File: config.mk
export PLATFORM = sky130hd
export DESIGN_NAME = clock24_core
export DESIGN_NICKNAME = d
export VERILOG_FILES = /design/src/rtl/clock24_pkg.sv /design/src/rtl/clock24_prescaler.sv /design/src/rtl/clock24_bcd_field.sv /design/src/rtl/clock24_core.sv
export SDC_FILE = /design/constraint.sdc
export NUM_CORES = 1
export LEC_CHECK = 0
export ABC_CLOCK_PERIOD_IN_PS = 5200
export BUFFER_PORTS_ARGS = -buffer_cell sky130_fd_sc_hd__buf_2
export CAP_MARGIN = 20
export CORE_ASPECT_RATIO = 1.2
export CORE_MARGIN = 4
export CORE_UTILIZATION = 49
export CTS_BUF_LIST = sky130_fd_sc_hd__clkbuf_16
export CTS_CLUSTER_DIAMETER = 120
export CTS_CLUSTER_SIZE = 25
export DETAILED_ROUTE_END_ITERATION = 8
export PLACE_DENSITY = 0.69
export SLEW_MARGIN = 20
export SYNTH_ARGS = -nofsm -noshare
export SYNTH_HDL_FRONTEND = slang
export SYNTH_HIERARCHICAL = 1
export SYNTH_SLANG_ARGS = --single-unit
File: constraint.sdc
create_clock -name clk -period 5.2 [get_ports clk]
set_clock_uncertainty 0.05 [all_clocks]
set_input_delay 0.78 -clock clk [delete_from_list [all_inputs] [get_ports clk]]
set_output_delay 0.78 -clock clk [all_outputs]
set_load 0.005 [all_outputs]
File: src/rtl/clock24_pkg.sv
package clock24_pkg;

    typedef enum logic [1:0] {
        MODE_RUN     = 2'b00,
        MODE_ADJ_MIN = 2'b01,
        MODE_ADJ_HR  = 2'b10,
        MODE_RUN_ALT = 2'b11
    } clk_mode_e;

    typedef struct packed {
        logic [3:0] tens;
        logic [3:0] ones;
    } bcd2_t;

endpackage

File: src/rtl/clock24_prescaler.sv
module clock24_prescaler #(
    parameter int DIV = 27_000_000
) (
    input  logic clk,
    input  logic rst,
    output logic tick
);
    localparam int CW = (DIV > 1) ? $clog2(DIV) : 1;
    localparam logic [CW-1:0] LAST = CW'(DIV - 1);

    typedef struct packed {
        logic [CW-1:0] cnt;
    } pre_state_t;

    pre_state_t st_d, st_q;

    always_comb begin
        st_d = st_q;
        if (st_q.cnt == LAST) begin
            st_d.cnt = '0;
        end else begin
            st_d.cnt = st_q.cnt + 1'b1;
        end
    end

    always_ff @(posedge clk) begin
        if (rst) begin
            st_q <= '0;
        end else begin
            st_q <= st_d;
        end
    end

    assign tick = (st_q.cnt == LAST);

endmodule

File: src/rtl/clock24_bcd_field.sv
module clock24_bcd_field
    import clock24_pkg::*;
#(
    parameter int MODULUS = 60
) (
    input  logic  clk,
    input  logic  rst,
    input  logic  inc,
    output bcd2_t value,
    output logic  wrap
);
    localparam int TOP_VAL = MODULUS - 1;
    localparam logic [3:0] TENS_TOP = 4'(TOP_VAL / 10);
    localparam logic [3:0] ONES_TOP = 4'(TOP_VAL % 10);

    bcd2_t val_d, val_q;
    logic  at_top;

    assign at_top = (val_q.tens == TENS_TOP) && (val_q.ones == ONES_TOP);

    always_comb begin
        val_d = val_q;
        if (inc) begin
            if (at_top) begin
                val_d = '0;
            end else if (val_q.ones == 4'd9) begin
                val_d.ones = 4'd0;
                val_d.tens = val_q.tens + 4'd1;
            end else begin
                val_d.ones = val_q.ones + 4'd1;
            end
        end
    end

    always_ff @(posedge clk) begin
        if (rst) begin
            val_q <= '0;
        end else begin
            val_q <= val_d;
        end
    end

    assign value = val_q;
    assign wrap  = inc && at_top;

endmodule

File: src/rtl/clock24_core.sv
module clock24_core
    import clock24_pkg::*;
#(
    parameter int TICK_DIV = 27_000_000
) (
    input  logic       clk,
    input  logic       rst,
    input  logic [1:0] mode,
    input  logic       set_key,
    output logic       sec_tick,
    output logic [3:0] hr_tens,
    output logic [3:0] hr_ones,
    output logic [3:0] min_tens,
    output logic [3:0] min_ones,
    output logic [3:0] sec_tens,
    output logic [3:0] sec_ones
);
    localparam int SEC_MOD = 60;
    localparam int MIN_MOD = 60;
    localparam int HR_MOD  = 24;

    clk_mode_e mode_sel;
    logic      adj_min, adj_hr, running;
    logic      sec_inc, min_inc, hr_inc;
    logic      sec_wrap, min_wrap, hr_wrap;
    bcd2_t     sec_v, min_v, hr_v;

    assign mode_sel = clk_mode_e'(mode);

    always_comb begin
        adj_min = set_key && (mode_sel == MODE_ADJ_MIN);
        adj_hr  = set_key && (mode_sel == MODE_ADJ_HR);
        running = !(adj_min || adj_hr);
        sec_inc = sec_tick && running;
        min_inc = running ? sec_wrap : (sec_tick && adj_min);
        hr_inc  = running ? min_wrap : (sec_tick && adj_hr);
    end

    clock24_prescaler #(.DIV(TICK_DIV)) u_pre (
        .clk  (clk),
        .rst  (rst),
        .tick (sec_tick)
    );

    clock24_bcd_field #(.MODULUS(SEC_MOD)) u_sec (
        .clk(clk), .rst(rst), .inc(sec_inc), .value(sec_v), .wrap(sec_wrap)
    );

    clock24_bcd_field #(.MODULUS(MIN_MOD)) u_min (
        .clk(clk), .rst(rst), .inc(min_inc), .value(min_v), .wrap(min_wrap)
    );

    clock24_bcd_field #(.MODULUS(HR_MOD)) u_hr (
        .clk(clk), .rst(rst), .inc(hr_inc), .value(hr_v), .wrap(hr_wrap)
    );

    logic unused_wrap;
    assign unused_wrap = hr_wrap;

    assign hr_tens  = hr_v.tens;
    assign hr_ones  = hr_v.ones;
    assign min_tens = min_v.tens;
    assign min_ones = min_v.ones;
    assign sec_tens = sec_v.tens;
    assign sec_ones = sec_v.ones;

endmodule

Word-level counts from Yosys, hierarchy flattened --
Cells that the tools add are included.
Cells by class: add/sub/neg operators 7, reduce and logical (&&, ||, !) cells 19, eq/ne operators 10, multiplexer cells 11
Operators with widths (count):
- $add 25x1->25 const B | 1
- $eq 25x25->1 const B | 1
- $add 4x1->4 const B | 6
- $mux 4 | 6
- $mux 8 | 3
- $eq 4x4->1 const B | 3
- $logic_and 1x1->1 | 10
- $eq 4x2->1 const B | 2
- $eq 4x3->1 const B | 2
- $reduce_and 2->1 | 3
- $reduce_bool 2->1 | 3
- $eq 2x1->1 const B | 1
- $eq 2x2->1 const B | 1
- $mux 1 | 2
- $reduce_or 2->1 | 1
- $logic_not 1->1 | 1
- $logic_or 1x1->1 | 1
Storage, ports and cells: bits in registers 49, word-level logic and storage cells 54

Depth between registers and ports, before layout --
Gate-level depths: netlist of run 1.
word-level depth 10, mapped depth 17, gate-level depth less buffers 17

Hierarchy --
The synthesis of run 1 kept the hierarchy.
By module, submodules not included:
- clock24_prescaler | area each 1241.2 µm², seq. area each 500.5 µm², cells an instance 147, times used 1
- clock24_bcd_field (u_min ...) | area each 436.7 µm², seq. area each 160.2 µm², cells an instance 47, times used 2
- clock24_bcd_field (u_hr) | area each 410.4 µm², seq. area each 160.2 µm², cells an instance 48, times used 1
- clock24_core | area each 83.8 µm², seq. area each 0.0 µm², cells an instance 11, times used 1

Worst setup path before layout of run 1 --
OpenSTA, ideal clock, no wires.
path type reg-to-reg, start point register u_pre/st_q[21] (netlist name), end point register u_hr.val_q, in the netlist u_hr/value[7], slack 0.350 ns, arrival time 4.677 ns, clock period less this slack 4.850 ns, stages on the path, launching flop included 17, path through dfxtp_1 or4b_2 nor4_1 and3_1 a21boi_0 nand4b_4 nor2_1 or3b_1 o211ai_1 nand4b_4 nor2_1 and3_2 a211o_1 nand2_1 or3_1 a21oi_2 mux2_1
On the way: longest elaborated chain between the ends 7, elaborated cells between the ends (all ways) 9
RTL lines:
- start: declaration | line clock24_prescaler.sv:15 | pre_state_t st_d, st_q;
- start signal: assignment | line clock24_prescaler.sv:30 | st_q <= st_d;
- $eq 25x25->1 | line clock24_prescaler.sv:34 | assign tick = (st_q.cnt == LAST);
- via sec_tick | line clock24_core.sv:10 | output logic sec_tick,
- $logic_and 1x1->1 | line clock24_core.sv:34 | sec_inc = sec_tick && running;
- via sec_inc | line clock24_core.sv:24 | logic sec_inc, min_inc, hr_inc;
- $logic_and 1x1->1 | line clock24_bcd_field.sv:44 | assign wrap = inc && at_top;
- via sec_wrap | line clock24_core.sv:25 | logic sec_wrap, min_wrap, hr_wrap;
- $mux 1 | line clock24_core.sv:35 | min_inc = running ? sec_wrap : (sec_tick && adj_min);
- via min_inc | line clock24_core.sv:24
- $logic_and 1x1->1 | line clock24_bcd_field.sv:44
- via min_wrap | line clock24_core.sv:25
- $mux 1 | line clock24_core.sv:36 | hr_inc = running ? min_wrap : (sec_tick && adj_hr);
- via hr_inc | line clock24_core.sv:24
- $reduce_and 2->1 (no source line)
- end signal: assignment | line clock24_bcd_field.sv:39 | val_q <= val_d;
- end: declaration | line clock24_bcd_field.sv:16 | bcd2_t val_d, val_q;
The timed path passes the listed nets, and every way through them passes these cells. A chain may end at the register's enable or synchronous reset.

Worst setup path after layout of run 1 --
start point register u_pre/st_q[21] (netlist name), end point register u_hr.val_q, in the netlist u_hr/value[7]
On the way: longest elaborated chain between the ends 7, elaborated cells between the ends (all ways) 9
RTL lines (line):
- $eq 25x25->1 | clock24_prescaler.sv:34
- $logic_and 1x1->1 | clock24_core.sv:34
- via sec_inc | clock24_core.sv:24
- $logic_and 1x1->1 | clock24_bcd_field.sv:44
- via sec_wrap | clock24_core.sv:25
- $mux 1 | clock24_core.sv:35
- via min_inc | clock24_core.sv:24
- $logic_and 1x1->1 | clock24_bcd_field.sv:44
- via min_wrap | clock24_core.sv:25
- $mux 1 | clock24_core.sv:36
- via hr_inc | clock24_core.sv:24
- $reduce_and 2->1 (no source line)
The timed path passes the listed nets, and every way through them passes these cells.

==> impl_metrics.sql, run 1 <==
INSERT INTO impl_metrics (metric_group, metric, value, unit) VALUES
('global_routing', 'grt_first_pass_wirelength', '8.96', 'mm'),
('power_and_ir_drop', 'power.static_leakage', '0.00113', 'µW'),
('global_routing', 'grt_antenna_before_repair', '0', ''),
('global_routing', 'grtUsageTotal', '0.170', ''),
('clock_network', 'cts-buffers-inserted', '5', ''),
('hold_path', 'min_path_type', 'register to register', ''),
('clock_network', 'skew_pair_late_insertion_delay', '0.28', 'ns'),
('floorplanning', 'std_cell_rows', '28', ''),
('drt', 'drt_pre_antenna_iters', '5', ''),
('power_and_ir_drop', 'switchingPower', '147', 'µW'),
('sta', 'post-route-worst-setup-slack', '0.354', 'ns'),
('worst_setup_path', 'timing.critical_path.to_type', 'register', ''),
('floorplanning', 'floorplan.initialDensity', '0.516', ''),
('sta', 'setup_total_negative_slack', '0', 'ns'),
('synth', 'postSynthCellCount', '299', ''),
('floorplanning', 'top_level_ports', '30', ''),
('sta', 'final.min_clock_period', '4.85', 'ns'),
('sta', 'unrepaired_setup_endpoints_after_global_routing', 'false', ''),
('worst_setup_path', 'regToRegEndpoint', 'u_hr/value[7]', ''),
('hold_path', 'worstHoldStart', 'u_pre/st_q[0]', ''),
('floorplanning', 'core_area', '5040', 'µm²'),
('worst_setup_path', 'r2r_start', 'u_pre/st_q[21]', ''),
('floorplanning', 'floorplan.die.height', '87.9', 'µm'),
('sta', 'timing.fmax', '206', 'MHz'),
('drt', 'route.detailed.vias_per_inst', '5.83', ''),
('placement', 'routabilityCongestion', '0.823', ''),
('placement', 'buffer_ports.inserted', '29', ''),
('sta', 'timing_worst_slew_pin_value', '0.597', 'ns'),
('sta', 'maxSlewHeadroom', '0.600', ''),
('global_routing', 'grt_pass1_vias', '2034', ''),
('final_layout', 'finalNetCount', '344', ''),
('worst_setup_path', 'path_class', 'register to register', ''),
('worst_setup_path', 'critPathRequiredTime', '5.32', 'ns'),
('synth', 'synthesis.area', '2600', 'µm²'),
('final_layout', 'area_delta_synth_final', '12.1', '%'),
('final_layout', 'final_layout_size_suffix_gt1_frac', '0.156', ''),
('run', 'cap_violations', '0', ''),
('sta', 'final_worst_path_cycle_share', '0.932', ''),
('power_and_ir_drop', 'power_frac_seq', '0.542', ''),
('sta', 'timing_hold_violations_final', '0', ''),
('drt', 'totalWireLength', '5.34', 'mm'),
('drt', 'routed_wire_length_per_instance', '13.8', 'µm'),
('power_and_ir_drop', 'share_clk_of_total_power', '0.435', ''),
('floorplanning', 'die_area', '6550', 'µm²'),
('placement', 'dp_hpwl', '3.69', 'mm'),
('global_routing', 'grt_remaining_overflow', '0', ''),
('worst_setup_path', 'worst-r2r-setup-slack', '0.35', 'ns'),
('worst_setup_path', 'critPathLaunchType', 'register', ''),
('power_and_ir_drop', 'peakVddDrop', '0.191', 'mV'),
('global_routing', 'grt_max_degree', '29', ''),
('clock_network', 'clkSlewWorstSetupHoldPaths', '0.06', 'ns'),
('power_and_ir_drop', 'sw_frac_of_total', '0.209', ''),
('power_and_ir_drop', 'intPower', '554', 'µW'),
('clock_network', 'root_buffer', 'sky130_fd_sc_hd__clkbuf_16', ''),
('worst_setup_path', 'arrival_time_reported_for_the_critical_path_endpoint', '4.96', 'ns'),
('sta', 'timing.final.max_slew_violations', '0', ''),
('final_layout', 'nFillCells', '458', ''),
('drt', 'ant_nets', '0', ''),
('drt', 'route.vias.total', '2255', ''),
('clock_network', 'cts_tree', 'built', ''),
('worst_setup_path', 'reg2regPathDepth', '16', ''),
('floorplanning', 'die_x', '74.6', 'µm'),
('power_and_ir_drop', 'pwr-share-comb', '0.023', ''),
('sta', 'setup_viol_count_final', '0', ''),
('drt', 'count_of_routing_violations_after_the_opening_detailed_route_iteration', '120', ''),
('clock_network', 'cts_buffer_depth', '2', ''),
('synth', 'avgSynthCellArea', '8.71', 'µm²'),
('drt', 'drc', '0', ''),
('worst_setup_path', 'timing.critical_path.from', 'u_pre/st_q[21]', ''),
('clock_network', 'cts.htree.levels', '2', ''),
('synth', 'yosys_warnings', '6', ''),
('placement', 'dp_worst_slack', '0.176', 'ns'),
('worst_setup_path', 'crit_path_max_fanout', '8', ''),
('synth', 'syn_nets', '315', ''),
('clock_network', 'post_cts_hold_buffer_count', '0', ''),
('power_and_ir_drop', 'cellPowerDensity', '240', 'nW/µm²'),
('run_status', 'outcome', 'finished, final reports clean', ''),
('final_layout', 'insertedDiodeCount', '0', ''),
('clock_network', 'clock-sinks', '49', ''),
('worst_setup_path', 'worst_setup_path_endpoint', 'u_hr/value[7]', '');
how the worst min path moves through the flow:
stage / end / slack [ns] / depth (start not counted)
floorplan: u_pre/st_q[0] / 0.39 / 1
global placement: u_pre/st_q[20] / 0.42 / 2
detailed placement: u_pre/st_q[0] / 0.42 / 1
CTS: u_pre/st_q[0] / 0.44 / 1
global route: u_pre/st_q[0] / 0.46 / 1
finish: u_pre/st_q[0] / 0.44 / 1
state kept, by name, indices dropped and copies added, names as in the netlist:
signal	count
u_hr/value	8
u_min/value	8
u_pre/st_q	25
u_sec/value	8
per-layer routing:
metal,vias up,wire length (µm),GRT usage
met5,-,0,0
met4,0,14,0.0534
met3,2,225,0.0379
met2,50,2680,0.294
met1,1067,2420,0.208
li1,1136,-,-
per-stage QoR:
step	instances	area [µm²]	utilization	total power [µW]	hold slack, ns
finish	387	2920	0.579	700	0.436
global route	387	2920	0.579	725	0.462
CTS	387	2910	0.578	707	0.439
detailed placement	381	2780	0.552	404	0.425
global placement	381	2780	0.552	404	0.420
floorplan	299	2610	-	400	0.391
critical path, cell delays in order, from the launching register on:
cell and delay [ns]:
sky130_fd_sc_hd__dfxtp_1 0.34, sky130_fd_sc_hd__or4b_2 0.70, sky130_fd_sc_hd__nor4_2 0.30, sky130_fd_sc_hd__and3_1 0.28, sky130_fd_sc_hd__a21boi_1 0.30, sky130_fd_sc_hd__nand4b_4 0.17, sky130_fd_sc_hd__nor2_1 0.18, sky130_fd_sc_hd__or3b_1 0.35
sky130_fd_sc_hd__o211ai_1 0.29, sky130_fd_sc_hd__nand4b_4 0.22, sky130_fd_sc_hd__nor2_1 0.17, sky130_fd_sc_hd__and3_2 0.18, sky130_fd_sc_hd__a211o_1 0.14, sky130_fd_sc_hd__nand2_1 0.13, sky130_fd_sc_hd__or3_1 0.45, sky130_fd_sc_hd__a21oi_2 0.17
sky130_fd_sc_hd__mux2_1 0.32
power by group through the flow:
| stage | logic [µW] | registers (µW) | clock network, µW |
|---|---|---|---|
| global route | 18.2 | 380 | 327 |
| detailed placement | 16.0 | 388 | 0 |
| CTS | 16.1 | 380 | 312 |
| finish | 16.1 | 380 | 304 |
| floorplan | 13.2 | 387 | 0 |
| global placement | 15.9 | 388 | 0 |
layout make-up:
| class | count | area, µm² | area share |
|---|---|---|---|
| Clock buffer | 5 | 125 | 0.0428 |
| Clock inverter | 1 | 5.00 | 0.00171 |
| Inverter | 17 | 63.8 | 0.0219 |
| Multi-Input combinational cell | 225 | 1520 | 0.520 |
| Sequential cell | 49 | 981 | 0.336 |
| Tap cell | 60 | 75.1 | 0.0257 |
| Timing Repair Buffer | 30 | 153 | 0.0523 |
repair_timing:
action	in CTS	in global routing
buffers inserted	0	0
gates resized for setup	0	2
setup endpoints to repair	0	3
layout by cell type, fill, tap and decap left out, types with 3 or more instances in the layout:
master	count
sky130_fd_sc_hd__a21oi_1	20
sky130_fd_sc_hd__and4b_1	3
sky130_fd_sc_hd__buf_2	29
sky130_fd_sc_hd__clkbuf_16	5
sky130_fd_sc_hd__dfxtp_1	49
sky130_fd_sc_hd__ha_1	11
sky130_fd_sc_hd__inv_1	17
sky130_fd_sc_hd__nand2_1	18
sky130_fd_sc_hd__nand2b_1	5
sky130_fd_sc_hd__nand3_1	17
sky130_fd_sc_hd__nand3b_1	8
sky130_fd_sc_hd__nand4_1	6
sky130_fd_sc_hd__nand4b_1	3
sky130_fd_sc_hd__nor2_1	29
sky130_fd_sc_hd__nor2b_1	5
sky130_fd_sc_hd__nor3_1	10
sky130_fd_sc_hd__nor4_1	3
sky130_fd_sc_hd__o21ai_0	11
sky130_fd_sc_hd__o31ai_1	6
sky130_fd_sc_hd__or3_1	7
sky130_fd_sc_hd__or3b_1	3
sky130_fd_sc_hd__or4_1	6
sky130_fd_sc_hd__xnor2_1	14
sky130_fd_sc_hd__xor2_1	5
(Power assumes the default switching activity.)
==> inputs of run 2 (changes only) <==
REMOVE_ABC_BUFFERS = 1   (was default)
==> run 2 against run 1 <==
  * Non-clock buffer count grew 2
  * Hold slack lost 0.0066 ns
  * Largest cell class unchanged
  * Worst setup slack gained 0.14 ns
  * Count of clock-buffer cells in the layout is the same
  * Die area is the same
  * Power grew 7.2%
  * Cell area grew 1.6%
  * Largest power group unchanged
  * Cell count grew 1.0%
  * Routed wire length shrank 4.4%
==> impl_metrics.sql, run 2 (synthesis results as in run 1) <==
INSERT INTO impl_metrics (metric_group, metric, value, unit) VALUES
('sta', 'hold-worst-slack', '0.429', 'ns'),
('clock_network', 'skew_pair_late_insertion_delay', '0.28', 'ns'),
('worst_setup_path', 'path_class', 'register to register', ''),
('run_status', 'outcome', 'finished, final reports clean', ''),
('floorplanning', 'std_cell_rows', '28', ''),
('sta', 'timing.final.max_slew_violations', '0', ''),
('final_layout', 'area_delta_synth_final', '13.9', '%'),
('global_routing', 'global_route.usage.met2', '0.282', ''),
('sta', 'setup_total_negative_slack', '0', 'ns'),
('sta', 'final_worst_path_cycle_share', '0.905', ''),
('clock_network', 'cts_buffer_depth', '2', ''),
('clock_network', 'post_cts_hold_buffer_count', '0', ''),
('clock_network', 'cts-buffers-inserted', '5', ''),
('final_layout', 'layout.cells.most_common', 'sky130_fd_sc_hd__dfxtp_1', ''),
('worst_setup_path', 'reg2regPathDepth', '17', ''),
('final_layout', 'nFillCells', '491', ''),
('worst_setup_path', 'critPathLaunchType', 'register', ''),
('floorplanning', 'top_level_ports', '30', ''),
('global_routing', 'grt_first_pass_wirelength', '8.78', 'mm'),
('drt', 'route.detailed.vias_per_inst', '5.65', ''),
('global_routing', 'grt_use_met1', '0.205', ''),
('placement', 'dp_hpwl', '3.63', 'mm'),
('clock_network', 'clkSlewWorstSetupHoldPaths', '0.06', 'ns'),
('sta', 'timing.fmax', '212', 'MHz'),
('sta', 'timing_worst_slew_pin_value', '0.536', 'ns'),
('clock_network', 'clock-sinks', '49', ''),
('final_layout', 'top_register', 'u_pre/st_q', ''),
('worst_setup_path', 'crit_path_max_fanout', '8', ''),
('drt', 'drc', '0', ''),
('drt', 'ant_nets', '0', ''),
('global_routing', 'grt_max_degree', '29', ''),
('global_routing', 'grt_remaining_overflow', '0', ''),
('floorplanning', 'die_x', '74.6', 'µm'),
('final_layout', 'largest_reg_flops', '25', ''),
('floorplanning', 'core_area', '5040', 'µm²'),
('sta', 'timing_hold_violations_final', '0', ''),
('final_layout', 'final_layout_size_suffix_gt1_frac', '0.160', ''),
('worst_setup_path', 'critical-path-slowest-cell', 'sky130_fd_sc_hd__or4b_2', ''),
('power_and_ir_drop', 'peakVddDrop', '0.196', 'mV'),
('sta', 'unrepaired_setup_endpoints_after_global_routing', 'false', ''),
('clock_network', 'root_buffer', 'sky130_fd_sc_hd__clkbuf_16', ''),
('drt', 'totalWireLength', '5.11', 'mm'),
('worst_setup_path', 'timing.critical_path.slowest_cell_delay', '0.68', 'ns'),
('clock_network', 'cts.htree.levels', '2', ''),
('hold_path', 'min_path_cells', '1', ''),
('floorplanning', 'die_area', '6550', 'µm²'),
('sta', 'maxSlewHeadroom', '0.643', ''),
('final_layout', 'insertedDiodeCount', '0', ''),
('global_routing', 'busiest_layer', 'met2', ''),
('hold_path', 'min_path_type', 'register to register', ''),
('worst_setup_path', 'cell_by_cell_trace_of_the_critical_path', 'or4b_2, nor4_2, and3_1, a21boi_0, buf_4, nand4b_4, nor2_1, or3b_1, o211ai_1, nand4b_4, nor2_1, and3_2, a211o_1, nand2_1, or3_1, a21oi_2, mux2_1', ''),
('worst_setup_path', 'critPathRequiredTime', '5.32', 'ns'),
('worst_setup_path', 'timing.critical_path.max_delay_family', 'simple AND/OR/NAND/NOR gates', ''),
('drt', 'count_of_routing_violations_after_the_opening_detailed_route_iteration', '94', ''),
('power_and_ir_drop', 'cellPowerDensity', '253', 'nW/µm²'),
('worst_setup_path', 'timing.critical_path.to_type', 'register', ''),
('drt', 'drt_pre_antenna_iters', '4', ''),
('sta', 'setup_viol_count_final', '0', ''),
('global_routing', 'grtUsageTotal', '0.169', ''),
('run', 'cap_violations', '0', ''),
('final_layout', 'area.sequential', '981', 'µm²'),
('drt', 'routed_wire_length_per_instance', '13.1', 'µm'),
('worst_setup_path', 'buffer_and_inverter_count_on_the_worst_path', '1', ''),
('worst_setup_path', 'arrival_time_reported_for_the_critical_path_endpoint', '4.83', 'ns'),
('clock_network', 'cts_tree', 'built', ''),
('worst_setup_path', 'timing.critical_path.depth', '17', ''),
('global_routing', 'grt_antenna_before_repair', '0', ''),
('final_layout', 'multi_input_area', '1520', 'µm²'),
('sta', 'final.min_clock_period', '4.71', 'ns'),
('drt', 'route.vias.total', '2209', ''),
('power_and_ir_drop', 'power.static_leakage', '0.00116', 'µW'),
('floorplanning', 'floorplan.die.height', '87.9', 'µm'),
('placement', 'routabilityCongestion', '0.789', ''),
('global_routing', 'grt_pass1_vias', '2043', ''),
('final_layout', 'final_cell_mix', 'sky130_fd_sc_hd__dfxtp_1 (49), sky130_fd_sc_hd__buf_2 (29), sky130_fd_sc_hd__nor2_1 (29)', ''),
('global_routing', 'met3_track_utilization_from_global_routing', '0.0379', ''),
('floorplanning', 'floorplan.initialDensity', '0.516', ''),
('final_layout', 'finalNetCount', '346', ''),
('placement', 'buffer_ports.inserted', '29', '');
==> run 2: worst paths after layout <==
kind / slack, ns / to / start
worst max-delay path: 0.49 / u_hr/value[7] / u_pre/st_q[21]
worst min-delay path: 0.43 / u_pre/st_q[0] / u_pre/st_q[0]
worst min register to register: 0.43 / u_pre/st_q[0] / u_pre/st_q[0]
worst max register to register: 0.49 / u_hr/value[7] / u_pre/st_q[21]
==> run 2: worst register-to-register path: cells and delay by family (launching register included) <==
| family | cells | cell delay (ns) |
|---|---|---|
| AND/OR/NAND/NOR | 11 | 2.97 |
| AO/OA/AOI/OAI | 4 | 0.73 |
| flip-flops | 1 | 0.34 |
| multiplexers | 1 | 0.32 |
| buffers and inverters | 1 | 0.18 |
==> run 2: layer usage <==
layer,share of wire,up-vias
li1,-,1140
met5,0,-
met3,0.047,4
met1,0.46,1022
met4,0.0094,0
met2,0.48,43
==> run 2: through the flow <==
step	setup slack (ns)	std cells	total power, µW	util	area [µm²]
finish	0.493	391	751	0.588	2970
floorplan	0.350	291	396	-	2560
global route	0.0901	391	782	0.588	2970
detailed placement	0.312	381	405	0.552	2780
CTS	0.297	389	765	0.584	2950
global placement	0.481	381	404	0.552	2780
==> run 2: final cells by class <==
cell class              instances  area share
flip-flops and latches         49       0.331
repair buffers                 32      0.0565
well taps                      60      0.0253
multi-input cells             225       0.511
clock inverters                 3      0.0126
clock buffers                   5      0.0422
inverters                      17      0.0215
==> run 2: timing repair <==
item	in CTS	in global routing
resized for setup	0	1
endpoints found under the setup margin	0	2
buffers inserted	0	2
==> run 2: power by group <==
group | leakage [µW] | switching (µW) | internal, µW
Clock | 0.0000826 | 132 | 223
Sequential | 0.000395 | 2.66 | 377
Combinational | 0.000677 | 11.5 | 4.50
